===== src/rtl/bpred_pkg.sv =====
package bpred_pkg;

  typedef logic [1:0] ctr_t;

  localparam ctr_t CTR_SNT = 2'd0;
  localparam ctr_t CTR_WNT = 2'd1;
  localparam ctr_t CTR_STK = 2'd3;

  // one saturating step toward taken (up=1) or not taken (up=0)
  function automatic ctr_t ctr_step(input ctr_t cur, input logic up);
    ctr_t res;
    if (up) res = (cur == CTR_STK) ? CTR_STK : ctr_t'(cur + 2'd1);
    else    res = (cur == CTR_SNT) ? CTR_SNT : ctr_t'(cur - 2'd1);
    return res;
  endfunction

endpackage


===== src/rtl/bpred_hist_table.sv =====
module bpred_hist_table #(
  parameter int HIST_W  = 4,
  parameter int ENTRIES = 16,
  localparam int IDX_W  = $clog2(ENTRIES)
) (
  input  logic              clk,
  input  logic              rst_n,
  input  logic [IDX_W-1:0]  rd_idx,
  output logic [HIST_W-1:0] rd_hist,
  input  logic              wr_en,
  input  logic [IDX_W-1:0]  wr_idx,
  input  logic              wr_bit,
  output logic [HIST_W-1:0] wr_old_hist
);

  logic [HIST_W-1:0] hist_q   [ENTRIES];
  logic [HIST_W-1:0] hist_nxt [ENTRIES];
  logic [ENTRIES-1:0] ent_en;

  for (genvar g = 0; g < ENTRIES; g++) begin : g_slot
    localparam logic [IDX_W-1:0] SLOT = IDX_W'(g);

    always_comb begin
      ent_en[g]   = wr_en && (wr_idx == SLOT);
      hist_nxt[g] = {hist_q[g][HIST_W-2:0], wr_bit};
    end

    always_ff @(posedge clk or negedge rst_n) begin
      if (!rst_n)         hist_q[g] <= '0;
      else if (ent_en[g]) hist_q[g] <= hist_nxt[g];
    end
  end

  always_comb begin
    rd_hist     = hist_q[rd_idx];
    wr_old_hist = hist_q[wr_idx];
  end

endmodule


===== src/rtl/bpred_pattern_table.sv =====
module bpred_pattern_table
  import bpred_pkg::*;
#(
  parameter int HIST_W  = 4,
  localparam int ENTRIES = 1 << HIST_W
) (
  input  logic              clk,
  input  logic              rst_n,
  input  logic [HIST_W-1:0] rd_idx,
  output ctr_t              rd_ctr,
  input  logic              wr_en,
  input  logic [HIST_W-1:0] wr_idx,
  input  logic              wr_taken
);

  ctr_t ctr_q   [ENTRIES];
  ctr_t ctr_nxt [ENTRIES];
  logic [ENTRIES-1:0] ent_en;

  for (genvar g = 0; g < ENTRIES; g++) begin : g_ctr
    localparam logic [HIST_W-1:0] SLOT = HIST_W'(g);

    always_comb begin
      ent_en[g]  = wr_en && (wr_idx == SLOT);
      ctr_nxt[g] = ctr_step(ctr_q[g], wr_taken);
    end

    always_ff @(posedge clk or negedge rst_n) begin
      if (!rst_n)         ctr_q[g] <= CTR_WNT;
      else if (ent_en[g]) ctr_q[g] <= ctr_nxt[g];
    end
  end

  always_comb rd_ctr = ctr_q[rd_idx];

endmodule


===== src/rtl/twolvl_bpred.sv =====
module twolvl_bpred #(
  parameter int PC_W        = 32,
  parameter int HIST_W      = 4,
  parameter int BHT_ENTRIES = 16,
  parameter int IDX_LSB     = 2
) (
  input  logic              clk,
  input  logic              rst_n,
  input  logic [PC_W-1:0]   lk_pc,
  output logic              lk_taken,
  output logic [HIST_W-1:0] lk_hist,
  output logic [1:0]        lk_ctr,
  input  logic              rs_valid,
  input  logic [PC_W-1:0]   rs_pc,
  input  logic              rs_taken
);

  localparam int IDX_W = $clog2(BHT_ENTRIES);

  logic [IDX_W-1:0]  lk_idx;
  logic [IDX_W-1:0]  rs_idx;
  logic [HIST_W-1:0] rs_hist;
  bpred_pkg::ctr_t   lk_ctr_w;

  always_comb begin
    lk_idx = lk_pc[IDX_LSB +: IDX_W];
    rs_idx = rs_pc[IDX_LSB +: IDX_W];
  end

  bpred_hist_table #(
    .HIST_W  (HIST_W),
    .ENTRIES (BHT_ENTRIES)
  ) u_hist (
    .clk         (clk),
    .rst_n       (rst_n),
    .rd_idx      (lk_idx),
    .rd_hist     (lk_hist),
    .wr_en       (rs_valid),
    .wr_idx      (rs_idx),
    .wr_bit      (rs_taken),
    .wr_old_hist (rs_hist)
  );

  bpred_pattern_table #(
    .HIST_W (HIST_W)
  ) u_pht (
    .clk      (clk),
    .rst_n    (rst_n),
    .rd_idx   (lk_hist),
    .rd_ctr   (lk_ctr_w),
    .wr_en    (rs_valid),
    .wr_idx   (rs_hist),
    .wr_taken (rs_taken)
  );

  always_comb begin
    lk_ctr   = lk_ctr_w;
    lk_taken = lk_ctr_w[1];
  end

endmodule


===== config.mk =====
export PLATFORM = sky130hd
export DESIGN_NAME = twolvl_bpred
export DESIGN_NICKNAME = d
export VERILOG_FILES = /design/src/rtl/bpred_pkg.sv /design/src/rtl/bpred_hist_table.sv /design/src/rtl/bpred_pattern_table.sv /design/src/rtl/twolvl_bpred.sv
export SDC_FILE = /design/constraint.sdc
export NUM_CORES = 1
export LEC_CHECK = 0
export BUFFER_PORTS_ARGS = -buffer_cell sky130_fd_sc_hd__buf_2
export CAP_MARGIN = 20
export CORE_MARGIN = 1
export CORE_UTILIZATION = 55
export DETAILED_ROUTE_END_ITERATION = 10
export GPL_TIMING_DRIVEN = 0
export PLACE_DENSITY = 0.77
export SYNTH_ARGS = -nofsm -noshare
export SYNTH_HDL_FRONTEND = slang
export SYNTH_SLANG_ARGS = --single-unit

===== constraint.sdc =====
create_clock -name clk -period 7.03 [get_ports clk]
set_input_delay 0.3515 -clock clk [delete_from_list [all_inputs] [get_ports clk]]
set_output_delay 0.3515 -clock clk [all_outputs]
set_load 0.01 [all_outputs]

=== Word-level counts from Yosys, hierarchy flattened ===
Index checks and enable logic that the tools add are counted.

* Mux-type cells: 57
* $lt $le $gt $ge: 3
* Equal/unequal tests: 46
* $add $sub $neg: 32
* Reductions and logical operators: 50
* Bitwise logic cells: 3

{| class="wikitable"
|+ Operators with widths
! cell !! number
|-
| $mux W2 || 50
|-
| $eq A4 B4 Y1 const B || 16
|-
| $add A2 B1 Y2 const B || 16
|-
| $bmux W4 S4 || 2
|-
| $eq A2 B2 Y1 const B || 16
|-
| $eq A4 B3 Y1 const B || 8
|-
| $logic_and A1 B1 Y1 || 32
|-
| $logic_not A2 Y1 || 16
|-
| $sub A2 B1 Y2 const B || 16
|-
| $eq A4 B2 Y1 const B || 4
|-
| $mux W4 || 4
|-
| $ge A5 B5 Y1 const B || 3
|-
| $not A4 Y5 || 3
|-
| $bmux W2 S4 || 1
|-
| $eq A4 B1 Y1 const B || 2
|-
| $logic_not A4 Y1 || 2
|}

* Register bits after elaboration: 96
* Input port bits: 68
* Output and inout bits: 7

=== Depth between registers and ports, before layout ===
Gate-level depths: netlist of the first run.

* Depth after elaboration: 8
* Mapped depth: 11
* Depth with buffers taken out: 7

=== Modules after synthesis ===
From an unflattened synthesis of the first run, not the netlist that was laid out.

* Cells, all modules: 455
* Area, all modules: 5708.0 um2

{| class="wikitable"
|+ By module, submodules not included
! module !! times used !! cells an instance !! area each (um2) !! sequential area each (um2)
|-
| bpred_hist_table || 1 || 235 || 3570.9 || 1601.5
|-
| bpred_pattern_table || 1 || 219 || 2129.5 || 820.8
|-
| twolvl_bpred || 1 || 1 || 7.5 || 0.0
|}

=== Worst setup path after synthesis of the first run ===
Ideal clock, no wire load.

* Kind: in2out
* From: input port lk_pc[3]
* To: output port lk_ctr[1]
* Data arrival time: 2525 ps
* Data required time: 6678 ps
* Path buffers: 3
* Cell stages on the path: 8
* Path slack: 4154 ps
* Path through: buf_6 -> mux4_1 -> mux4_2 -> buf_6 -> mux4_2 -> a32oi_1 -> o211ai_1 -> buf_4

* Cells in the longest elaborated chain, start to end: 8

{| class="wikitable"
|+ RTL lines
! what !! line !! RTL
|-
| start: declaration || twolvl_bpred.sv:9 || <nowiki>input logic [PC_W-1:0] lk_pc,</nowiki>
|-
| $not A4 Y5 (not written as such) || bpred_hist_table.sv:35 || <nowiki>rd_hist = hist_q[rd_idx];</nowiki>
|-
| $bmux W4 S4 || bpred_hist_table.sv:35 ||
|-
| $mux W4 (not written as such) (2 in a row) || bpred_hist_table.sv:35 ||
|-
| via lk_hist[0] || twolvl_bpred.sv:11 || <nowiki>output logic [HIST_W-1:0] lk_hist,</nowiki>
|-
| $not A4 Y5 (not written as such) || bpred_pattern_table.sv:34 || <nowiki>always_comb rd_ctr = ctr_q[rd_idx];</nowiki>
|-
| $bmux W2 S4 || bpred_pattern_table.sv:34 ||
|-
| $mux W2 (not written as such) (2 in a row) || bpred_pattern_table.sv:34 ||
|-
| end: declaration || twolvl_bpred.sv:12 || <nowiki>output logic [1:0] lk_ctr,</nowiki>
|}

The timed path passes the listed nets, and every way through them passes these cells. The select of a mux whose other input is x is not followed.

=== Worst setup path in the final report of the first run ===
* From: register u_hist.hist_q, in the netlist u_hist.hist_nxt[46]
* To: output port lk_ctr[1]

* Cells in the longest elaborated chain, start to end: 7

{| class="wikitable"
|+ RTL lines
! what !! line !! RTL
|-
| start: declaration || bpred_hist_table.sv:16 || <nowiki>logic [HIST_W-1:0] hist_q [ENTRIES];</nowiki>
|-
| start signal: indexed assignment || bpred_hist_table.sv:30 || <nowiki>else if (ent_en[g]) hist_q[g] <= hist_nxt[g];</nowiki>
|-
| $bmux W4 S4 || bpred_hist_table.sv:35 ||
|-
| $mux W4 (not written as such) (2 in a row) || bpred_hist_table.sv:35 ||
|-
| $not A4 Y5 (not written as such) || bpred_pattern_table.sv:34 ||
|-
| $bmux W2 S4 || bpred_pattern_table.sv:34 ||
|-
| $mux W2 (not written as such) (2 in a row) || bpred_pattern_table.sv:34 ||
|}

Every way passes these cells. The select of a mux whose other input is x is not followed.

==> flow_summary.toml, run 1 <==
[timing]
fin_crit_sh_pct = 48.7
finalSetupTns_ns = 0
worst_pin_slew_ns = 0.655
setup_viol = 0
drv_slew = 0
min_period_ns = 3.43
max-slew-margin-rel_pct = 56.4
fmax_mhz = 292
hold_viol = 0
skew_ns = 0.0202
rsz0062_at_grt = "no"

[power]
p_switching_uw = 525
clock_power_share_pct = 23.0
seq_power_share_pct = 48.6
cellInternalPower_mw = 1.07
pwr-share-comb_pct = 28.4
p_per_area_nw_per_um2 = 259
switching_share_pct = 32.8
p_leak_nw = 2.74
vdd_ir_drop_max_mv = 0.110

[drt]
routed_wl_um = 12900
wl_per_cell_um = 20.6
vias = 4030
drcViolationCount = 0
final_antenna_net_count = 0
via_per_inst = 6.46
drt_iter0_drc = 266
first_pass_iters = 5

[global_routing]
antenna_found_initial = 0
grtUsageTotal_pct = 25.0
grt_pass1_wl_um = 20700
grt_pass1_vias = 4063
grt_max_degree = 51
grt_overflow = 0

[clock_network]
clk_pin_slew_worst_paths_ns = 0.10
clock_latency_ns = 0.38
cts_setup_buffers = 0
cts_tree = "done"
htree_levels = 3
numCtsBuffers = 9
clock_path_buffers = 2
cts_sinks = 96
root_buffer = "clkbuf_8"
cts_resized = 0

[critical_path]
worstPathArrival_ns = 3.07
crit_path_start_kind = "flip-flop"
endpoint_kind = "output pin"
r2r_cells = 7
cp_max_fo = 9
crit_required_ns = 6.68
path_class = "reg -> out"

[floorplanning]
ioPinCount = 75
fp.dieW_um = 104
row_count = 36
die-area_um2 = 10800
dieHeight_um = 104
start_util_pct = 57.6
coreArea_um2 = 9910

[logic_synthesis]
synth_area_um2 = 5710
synth_edf_count = 0
ys_ff_latch = 96
yosysSeqAreaShare_pct = 42.4
async_reset_ff_share_pct = 100
ys_warn_count = 0
synthCells = 459
synth_nets = 527
synth_cell_types = 45
syn_area_per_cell_um2 = 12.4
ys.flop_type = "dfrtp_1"

[cells_and_area]
layout.nets = 554
num_antenna_cells = 0
syn_to_final_growth_pct = 8.24
drive_gt1_share_pct = 34.2
fin_area_um2 = 6180
final_common_cell = "dfrtp_1"
mostFrequentLayoutCells = "dfrtp_1, mux2_2, mux4_2, nand2_1, o211ai_1"

[placement]
port_buffers = 14
placed_area_um2 = 5980
dp_hpwl_um = 9500
gp_congestion = 0.892

[worst_hold_path]
hp-class = "in -> reg"
whs_path_depth = 4

[flow_run]
maxCapViolCount = 0

[outcome]
status = "completed"
[cells in the mapped netlist (3+ instances only)]
cell type / number / share of area (%)
a21oi_1: 7 / 0.61
nand4bb_1: 3 / 0.59
and2_1: 6 / 0.66
clkbuf_1: 11 / 0.72
mux2_2: 62 / 12
nor2_1: 24 / 1.6
mux4_2: 33 / 13
dfstp_2: 16 / 7.4
nand2_2: 3 / 0.33
o211ai_1: 28 / 3.7
nor2b_1: 11 / 1.2
nand3_1: 17 / 1.5
buf_6: 4 / 0.79
mux4_1: 9 / 4.1
nand2_1: 29 / 1.9
nand2b_1: 6 / 0.66
nor2b_4: 5 / 1.2
nand3b_1: 3 / 0.39
inv_1: 21 / 1.4
o311ai_1: 4 / 0.61
o21ai_0: 25 / 2.2
dfrtp_1: 80 / 35
a21o_1: 3 / 0.39
and2b_1: 3 / 0.39
mux2i_1: 18 / 3.2
buf_2: 4 / 0.35
[repair_timing]
action / CTS / global route
hold endpoints to repair: 1 / 0
hold buffers: 1 / 0
endpoints found under the setup margin: 0 / 0
[cells by family (layout without fill, tap and decap cells)]
group | Yosys count | in the layout | share of synthesized area (%)
AOI/OAI and AO/OA | 74 | 74 | 8.54
buffers and inverters | 45 | 77 | 3.70
muxes | 122 | 122 | 32.5
and+or+nand+nor | 122 | 122 | 12.8
DFF | 96 | 96 | 42.4
[metrics by stage]
| step | total power [mW] | util (%) | std cells | hold WS (ns) | worst slack (ns) |
|---|---|---|---|---|---|
| after CTS | 1.60 | 62.4 | 624 | 0.401 | 3.60 |
| after floorplan | 1.09 | - | 459 | 0.0559 | 4.15 |
| after global placement | 1.21 | 60.0 | 606 | 0.505 | 3.84 |
| final | 1.60 | 62.4 | 624 | 0.410 | 3.60 |
| after global routing | 1.68 | 62.4 | 624 | 0.437 | 3.48 |
| after detailed placement | 1.24 | 60.3 | 607 | 0.410 | 3.78 |
[sequential cells by signal, indices dropped and copies added, names as in the netlist]
name,cells
u_hist.hist_q,16
u_pht.ctr_q,32
u_hist.hist_nxt,48
[per-layer routing]
| layer | up-vias | part of all wire (%) | global-route usage [%] |
|---|---|---|---|
| met5 | - | 0 | 0 |
| met4 | 0 | 2.0 | 9.29 |
| met1 | 2091 | 41 | 31.8 |
| met3 | 25 | 5.2 | 4.45 |
| li1 | 1778 | - | - |
| met2 | 136 | 52 | 42.9 |
[power by group through the flow]
stage               registers [mW]  logic (mW)  clock network (mW)
floorplan                    0.741       0.353                   0
global placement             0.776       0.435                   0
detailed placement           0.785       0.454                   0
CTS                          0.774       0.456               0.374
global route                 0.793       0.491               0.391
finish                       0.777       0.455               0.367
[worst max-delay path: stages, from the launching register on]
cell and delay, ns:
dfrtp_1 0.43, mux4_1 0.54, a22oi_2 0.33, o21a_1 0.18, buf_4 0.18, inv_2 0.09
mux4_1 0.48, nand2_1 0.09, o211ai_1 0.10, buf_4 0.15, buf_2 0.12
[worst paths after layout]
kind	from	endpoint	slack, ns
max	u_hist.hist_nxt[46]	lk_ctr[1]	3.60
max in group asynchronous	rst_n	u_pht.ctr_q[20]	5.82
min reg2reg	u_hist.hist_q[7]	u_hist.hist_q[7]	0.53
max reg2reg	u_hist.hist_nxt[13]	u_pht.ctr_q[9]	4.54
min	rs_taken	u_pht.ctr_q[30]	0.41
min in group asynchronous	rst_n	u_pht.ctr_q[19]	0.52
[final cells by class]
type,count,area [µm²]
Fill cell,778,3730
Multi-Input combinational cell,318,3080
Sequential cell,96,2420
Tap cell,133,166
Buffer,23,129
Clock buffer,9,124
Timing Repair Buffer,16,110
Inverter,22,82.6
Clock inverter,7,70.1
Note: power is estimated with default switching activity, not from simulation.
==> run 2, diff against run 1 <==
Settings changed: ABC_AREA set to 1, PLACE_DENSITY 0.77 to 0.76.
Clock period 7.03 ns to 3.4 ns, I/O delays scaled along.
==> run 2 against run 1 <==
  * Worst hold slack lost 0.17 ns
  * Synthesized cell count grew 70%
  * Combinational power grew to 2.7 times the previous value
  * Via count grew 38%
  * Register-to-register slack lost 2.9 ns
  * Utilization shrank 0.75 points
  * Die area grew 1.9%
  * Area after synthesis grew 2.0%
  * First-iteration DRC count grew 110%
  * Total power grew 140%
  * Non-clock buffer count grew 4
  * Sequential share of layout area shrank 0.94 points
==> flow_summary.toml, run 2 <==
[floorplanning]
dieHeight_um = 105
row_count = 37
ioPinCount = 75
start_util_pct = 56.7
fp.dieW_um = 105
die-area_um2 = 11000
coreArea_um2 = 10300

[critical_path]
endpoint_kind = "output pin"
path_cells = "or2_2 > nand3_1 > nand3_1 > nand3_1 > nand2_1 > buf_2 > nand2_1 > nand3_1 > nand3_1 > nand3_1 > nand2_1 > buf_4 > buf_2"
path_class = "reg -> out"
crit_top_cell = "nand3_1"
worstPathArrival_ns = 2.66
max_stage_delay_ns = 0.41
startpoint = "u_hist.hist_nxt[45]"
crit_path_start_kind = "flip-flop"
r2r-start = "u_hist.hist_nxt[45]"
reg2reg_slack_ns = 1.66
rr_endpoint = "u_pht.ctr_q[19]"
cp_max_fo = 10
worst_path_max_delay_cell = "dfrtp_1"
crit_path_end = "lk_ctr[1]"
r2r_cells = 10
crit_required_ns = 3.23

[logic_synthesis]
syn_area_per_cell_um2 = 7.48
synth_top_cell_by_area = "dfrtp_1"
synth_area_um2 = 5820
synth_cell_types = 35
ys_ff_latch = 96
synth_nets = 847
synthTopCellsByArea = "dfrtp_1, nand2_1, o21ai_0"
synth_edf_count = 0
ys_warn_count = 0
synth_most_common_cell = "nand2_1"
synth_top_area_share_pct = 34.4
async_reset_ff_share_pct = 100
synth_common_cells = "nand2_1, o21ai_0, inv_1, dfrtp_1, nand3_1"
yosysSeqAreaShare_pct = 41.6
ys.flop_type = "dfrtp_1"
synthCells = 779

[cells_and_area]
final_common_cell = "nand2_1"
drive_gt1_share_pct = 14.5
layout.nets = 874
mostFrequentLayoutCells = "nand2_1, o21ai_0, inv_1, dfrtp_1, nand3_1"
largest_reg_flops = 48
n_fill_cell = 942
multi_input_area_um2 = 2900
syn_to_final_growth_pct = 8.76
regArea_um2 = 2420
num_antenna_cells = 0

[clock_network]
clock_latency_ns = 0.37
cts_setup_buffers = 0
cts_sinks = 96
cts_tree = "done"
clock_path_buffers = 2
cts_resized = 0
numCtsBuffers = 9
root_buffer = "clkbuf_8"
htree_levels = 3
clk_pin_slew_worst_paths_ns = 0.09

[drt]
drcViolationCount = 0
wl_per_cell_um = 17.1
drt_iter0_drc = 548
final_antenna_net_count = 0
via_per_inst = 5.89
routed_wl_um = 16200
vias = 5574
first_pass_iters = 5

[timing]
hold_viol = 0
finalSetupTns_ns = 0
setup_viol = 0
rsz0062_at_grt = "no"
min_period_ns = 2.83
fmax_mhz = 353
drv_slew = 0
setup_ws_ns = 0.566
fin_crit_sh_pct = 83.4
skew_ns = 0.00830
max-slew-margin-rel_pct = 57.4
worst_pin_slew_ns = 0.639

[worst_hold_path]
hp-class = "in -> async"

[global_routing]
grt_overflow = 0
grt_pass1_vias = 5326
grt_pass1_wl_um = 26500
antenna_found_initial = 0
grt_max_degree = 72
grtUsageTotal_pct = 31.0

[outcome]
status = "completed"

[power]
power_mw = 3.88
p_per_area_nw_per_um2 = 612
p_leak_nw = 2.93
vdd_ir_drop_max_mv = 0.290

[placement]
dp_hpwl_um = 11700
gp_congestion = 0.963
place_worst_setup_slack_ns = 0.825
port_buffers = 14

[flow_run]
maxCapViolCount = 0
## run 2: area by class of cell
| class | instances | area share (%) |
|---|---|---|
| Multi-Input combinational cell | 562 | 45.8 |
| Sequential cell | 96 | 38.2 |
| Inverter | 94 | 5.61 |
| Tap cell | 136 | 2.69 |
| Clock buffer | 11 | 2.39 |
| Buffer | 27 | 2.33 |
| Timing Repair Buffer | 16 | 1.74 |
| Clock inverter | 5 | 1.24 |
## run 2: worst max-delay path, delay by kind of cell (launching register included)
| family | cells | cell delay (ns) |
|---|---|---|
| buffers and inverters | 3 | 0.47 |
| DFF | 1 | 0.41 |
| and+or+nand+nor | 10 | 1.43 |
## run 2: repair_timing
item / in CTS / in global routing
hold buffers: 1 / 0
hold endpoints to repair: 18 / 0
endpoints found under the setup margin: 0 / 0
## run 2: routing by layer
layer	GRT usage [%]	routed length (µm)
met1	43.8	7090
met2	46.8	7280
met3	5.36	1380
met4	13.4	436
met5	0	0
## run 2: worst min path at each step
| stage | to | slack [ns] | startpoint | depth (start not counted) |
|---|---|---|---|---|
| after detailed placement | u_hist.hist_q[27] | 0.10 | rst_n | 1 |
| after global routing | u_hist.hist_q[27] | 0.27 | rst_n | 2 |
| after floorplan | u_hist.hist_nxt[10] | -0.13 | rst_n | 0 |
| after global placement | u_pht.ctr_q[4] | 0.47 | u_pht.ctr_q[4] | 2 |
| final | u_hist.hist_q[27] | 0.24 | rst_n | 2 |
| after CTS | u_hist.hist_q[27] | 0.25 | rst_n | 2 |
## run 2: where the power goes
| group | total [mW] | switching (mW) | internal (mW) | leakage (nW) |
|---|---|---|---|---|
| clock network | 0.857 | 0.403 | 0.454 | 0.119 |
| registers | 1.80 | 0.274 | 1.53 | 1.17 |
| logic | 1.22 | 0.762 | 0.458 | 1.64 |
## run 2: metrics by stage
stage / cells / cell area (µm²) / hold WS (ns) / utilization [%]
CTS: 947 / 6330 / 0.245 / 61.6
detailed placement: 930 / 6090 / 0.105 / 59.3
finish: 947 / 6330 / 0.241 / 61.6
global placement: 929 / 6060 / 0.467 / 59.0
floorplan: 779 / 5820 / -0.126 / -
global route: 947 / 6330 / 0.265 / 61.6
## run 2: cell families (layout without fill, tap and decap cells)
group	Yosys count	after routing	synth area share (%)
simple gates	382	382	31.0
compound gates	154	154	14.2
buf+inv	121	153	8.64
flops	96	96	41.6
fa+ha+maj	21	21	3.61
mux	5	5	0.967
==> run 3, diff against run 2 <==
Settings changed: CORE_UTILIZATION 55 to 53, PLACE_DENSITY 0.76 to 0.77.
Clock period 3.4 ns to 2.3 ns, I/O delays scaled along.
==> run 3 against run 2 <==
  * The run now ends with setup timing left
  * Register-to-register slack got worse by 1.2 ns
  * Utilization increased by 1.4 points
  * Critical path depth unchanged
  * Non-clock buffer count increased by 14
  * Die area increased by 3.7%
  * Cell count increased by 1.6%
  * Global-route usage increased by 0.065 points
  * Critical path type unchanged
  * Largest power group unchanged
==> flow_summary.toml, run 3 (synthesized netlist as in run 2, its figures left out) <==
[critical_path]
crit_required_ns = 2.18
worstPathArrival_ns = 2.19
endpoint_kind = "output pin"
path_cells = "or2_4 > nand3_2 > nand3_2 > nand3_4 > nand2_4 > buf_6 > buf_6 > nand2_2 > nand3_1 > nand3_2 > nand3_1 > nand2_1 > buf_2"
cp_max_fo = 6
crit_top_cell = "nand3_2"
max_stage_delay_ns = 0.40
worst_path_max_delay_cell = "dfrtp_1"
crit_path_start_kind = "flip-flop"
path_class = "reg -> out"

[floorplanning]
row_count = 37
die-area_um2 = 11400
ioPinCount = 75
coreArea_um2 = 10500
start_util_pct = 55.4
fp.dieW_um = 107
dieHeight_um = 107

[cells_and_area]
layout.nets = 889
drive_gt1_share_pct = 21.8
mostFrequentLayoutCells = "nand2_1, o21ai_0, dfrtp_1, inv_1, nand3_1"
num_antenna_cells = 0
instances_no_fill = 962
final_common_cell = "nand2_1"
syn_to_final_growth_pct = 13.7
largest_reg_flops = 48

[timing]
min_period_ns = 2.30
max-slew-margin-rel_pct = 57.8
worst_pin_slew_ns = 0.633
skew_ns = 0.0151
setup_ws_ns = -0.000488
fmax_mhz = 435
fin_crit_sh_pct = 100
setup_viol = 1
drv_slew = 0
finalSetupTns_ns = -0.000488
hold_viol = 0

[power]
p_per_area_nw_per_um2 = 864
vdd_ir_drop_max_mv = 0.541
p_leak_nw = 3.04

[global_routing]
grt_pass1_vias = 5303
met1_usage_pct = 44.3
grt_overflow = 0
antenna_found_initial = 0
grtUsageTotal_pct = 31.0
use_met3_pct = 5.41
use_met2_pct = 46.7
grt_pass1_wl_um = 26900
grt_max_degree = 74
grt.busiest_layer = "met2"

[placement]
dp_hpwl_um = 11800
port_buffers = 14
gp_congestion = 0.948
place_worst_setup_slack_ns = -0.138
dp_cells = 930

[outcome]
status = "finished with violations"
violations = "setup timing"

[clock_network]
cts_tree = "done"
htree_levels = 3
root_buffer = "clkbuf_8"
clock_latency_ns = 0.39
clock_path_buffers = 2
cts_sinks = 96
numCtsBuffers = 9
clk_pin_slew_worst_paths_ns = 0.09

[drt]
drt_iter0_drc = 536
routed_wl_um = 16700
final_antenna_net_count = 0
via_per_inst = 5.86
first_pass_iters = 5
vias = 5642
drcViolationCount = 0
wl_per_cell_um = 17.4

[worst_hold_path]
hp-class = "in -> async"

[flow_run]
maxCapViolCount = 0
run 3: cell count changes in the layout (fill, tap and decap cells not counted), moves of 9 or more:
cell / previous run / this run
buf_4: 2 / 11
nand2_1: 230 / 218
nand2_2: 14 / 25
nand3_1: 77 / 54
nand3_2: 1 / 22
run 3: per-layer routing:
layer / share of wire, % / vias up
met2: 45 / 268
li1: - / 2649
met1: 44 / 2675
met3: 8.4 / 50
met5: 0 / -
met4: 3.2 / 0
run 3: stage by stage:
step                      power [mW]  hold WS (ns)  util (%)  instance area, µm²
after global placement          4.33         0.468      57.7                6060
after global routing            6.08         0.209      63.0                6630
after CTS                       5.53         0.175      60.9                6400
after detailed placement        4.45        0.0429      58.0                6090
after floorplan                 3.90        -0.181         -                5820
final                           5.72         0.189      63.0                6630
run 3: worst paths after layout:
| check | slack (ns) | from | cells past startpoint | to |
|---|---|---|---|---|
| hold / removal | 0.19 | rst_n | 2 | u_hist.hist_q[39] |
| min in group clk | 0.20 | rs_pc[2] | 4 | u_hist.hist_nxt[22] |
| hold reg to reg | 0.49 | u_pht.ctr_q[18] | 2 | u_pht.ctr_q[18] |
| max in group asynchronous | 1.41 | rst_n | 3 | u_pht.ctr_q[20] |
| setup reg to reg | 0.48 | u_hist.hist_nxt[45] | 11 | u_pht.ctr_q[23] |
| setup / recovery | -0.0005 | u_hist.hist_nxt[45] | 13 | lk_ctr[0] |
run 3: power by group:
part | internal, mW | switching, mW
clock network | 0.415 | 0.625
logic | 0.782 | 1.23
registers | 2.26 | 0.410
run 3: timing repair:
item	4_1_cts	5_1_grt
endpoints found under the hold margin	23	0
hold buffers	1	0
cloned	3	0
resized for setup	20	52
endpoints found under the setup margin	3	3
pin swaps	5	16
setup buffers	5	8
run 3: final cells by class:
class	instances	area (µm²)
well taps	136	170
fillers	923	3880
plain buffers	26	178
clock buffers	10	138
repair buffers	31	244
inverters	94	360
flip-flops and latches	96	2420
clock inverters	6	35.0
multi-input cells	563	3080
run 3: worst max-delay path: cells and delay by family (launching register included):
kind | cells | cell delay, ns
simple gates | 10 | 1.03
buf+inv | 3 | 0.37
flops | 1 | 0.40
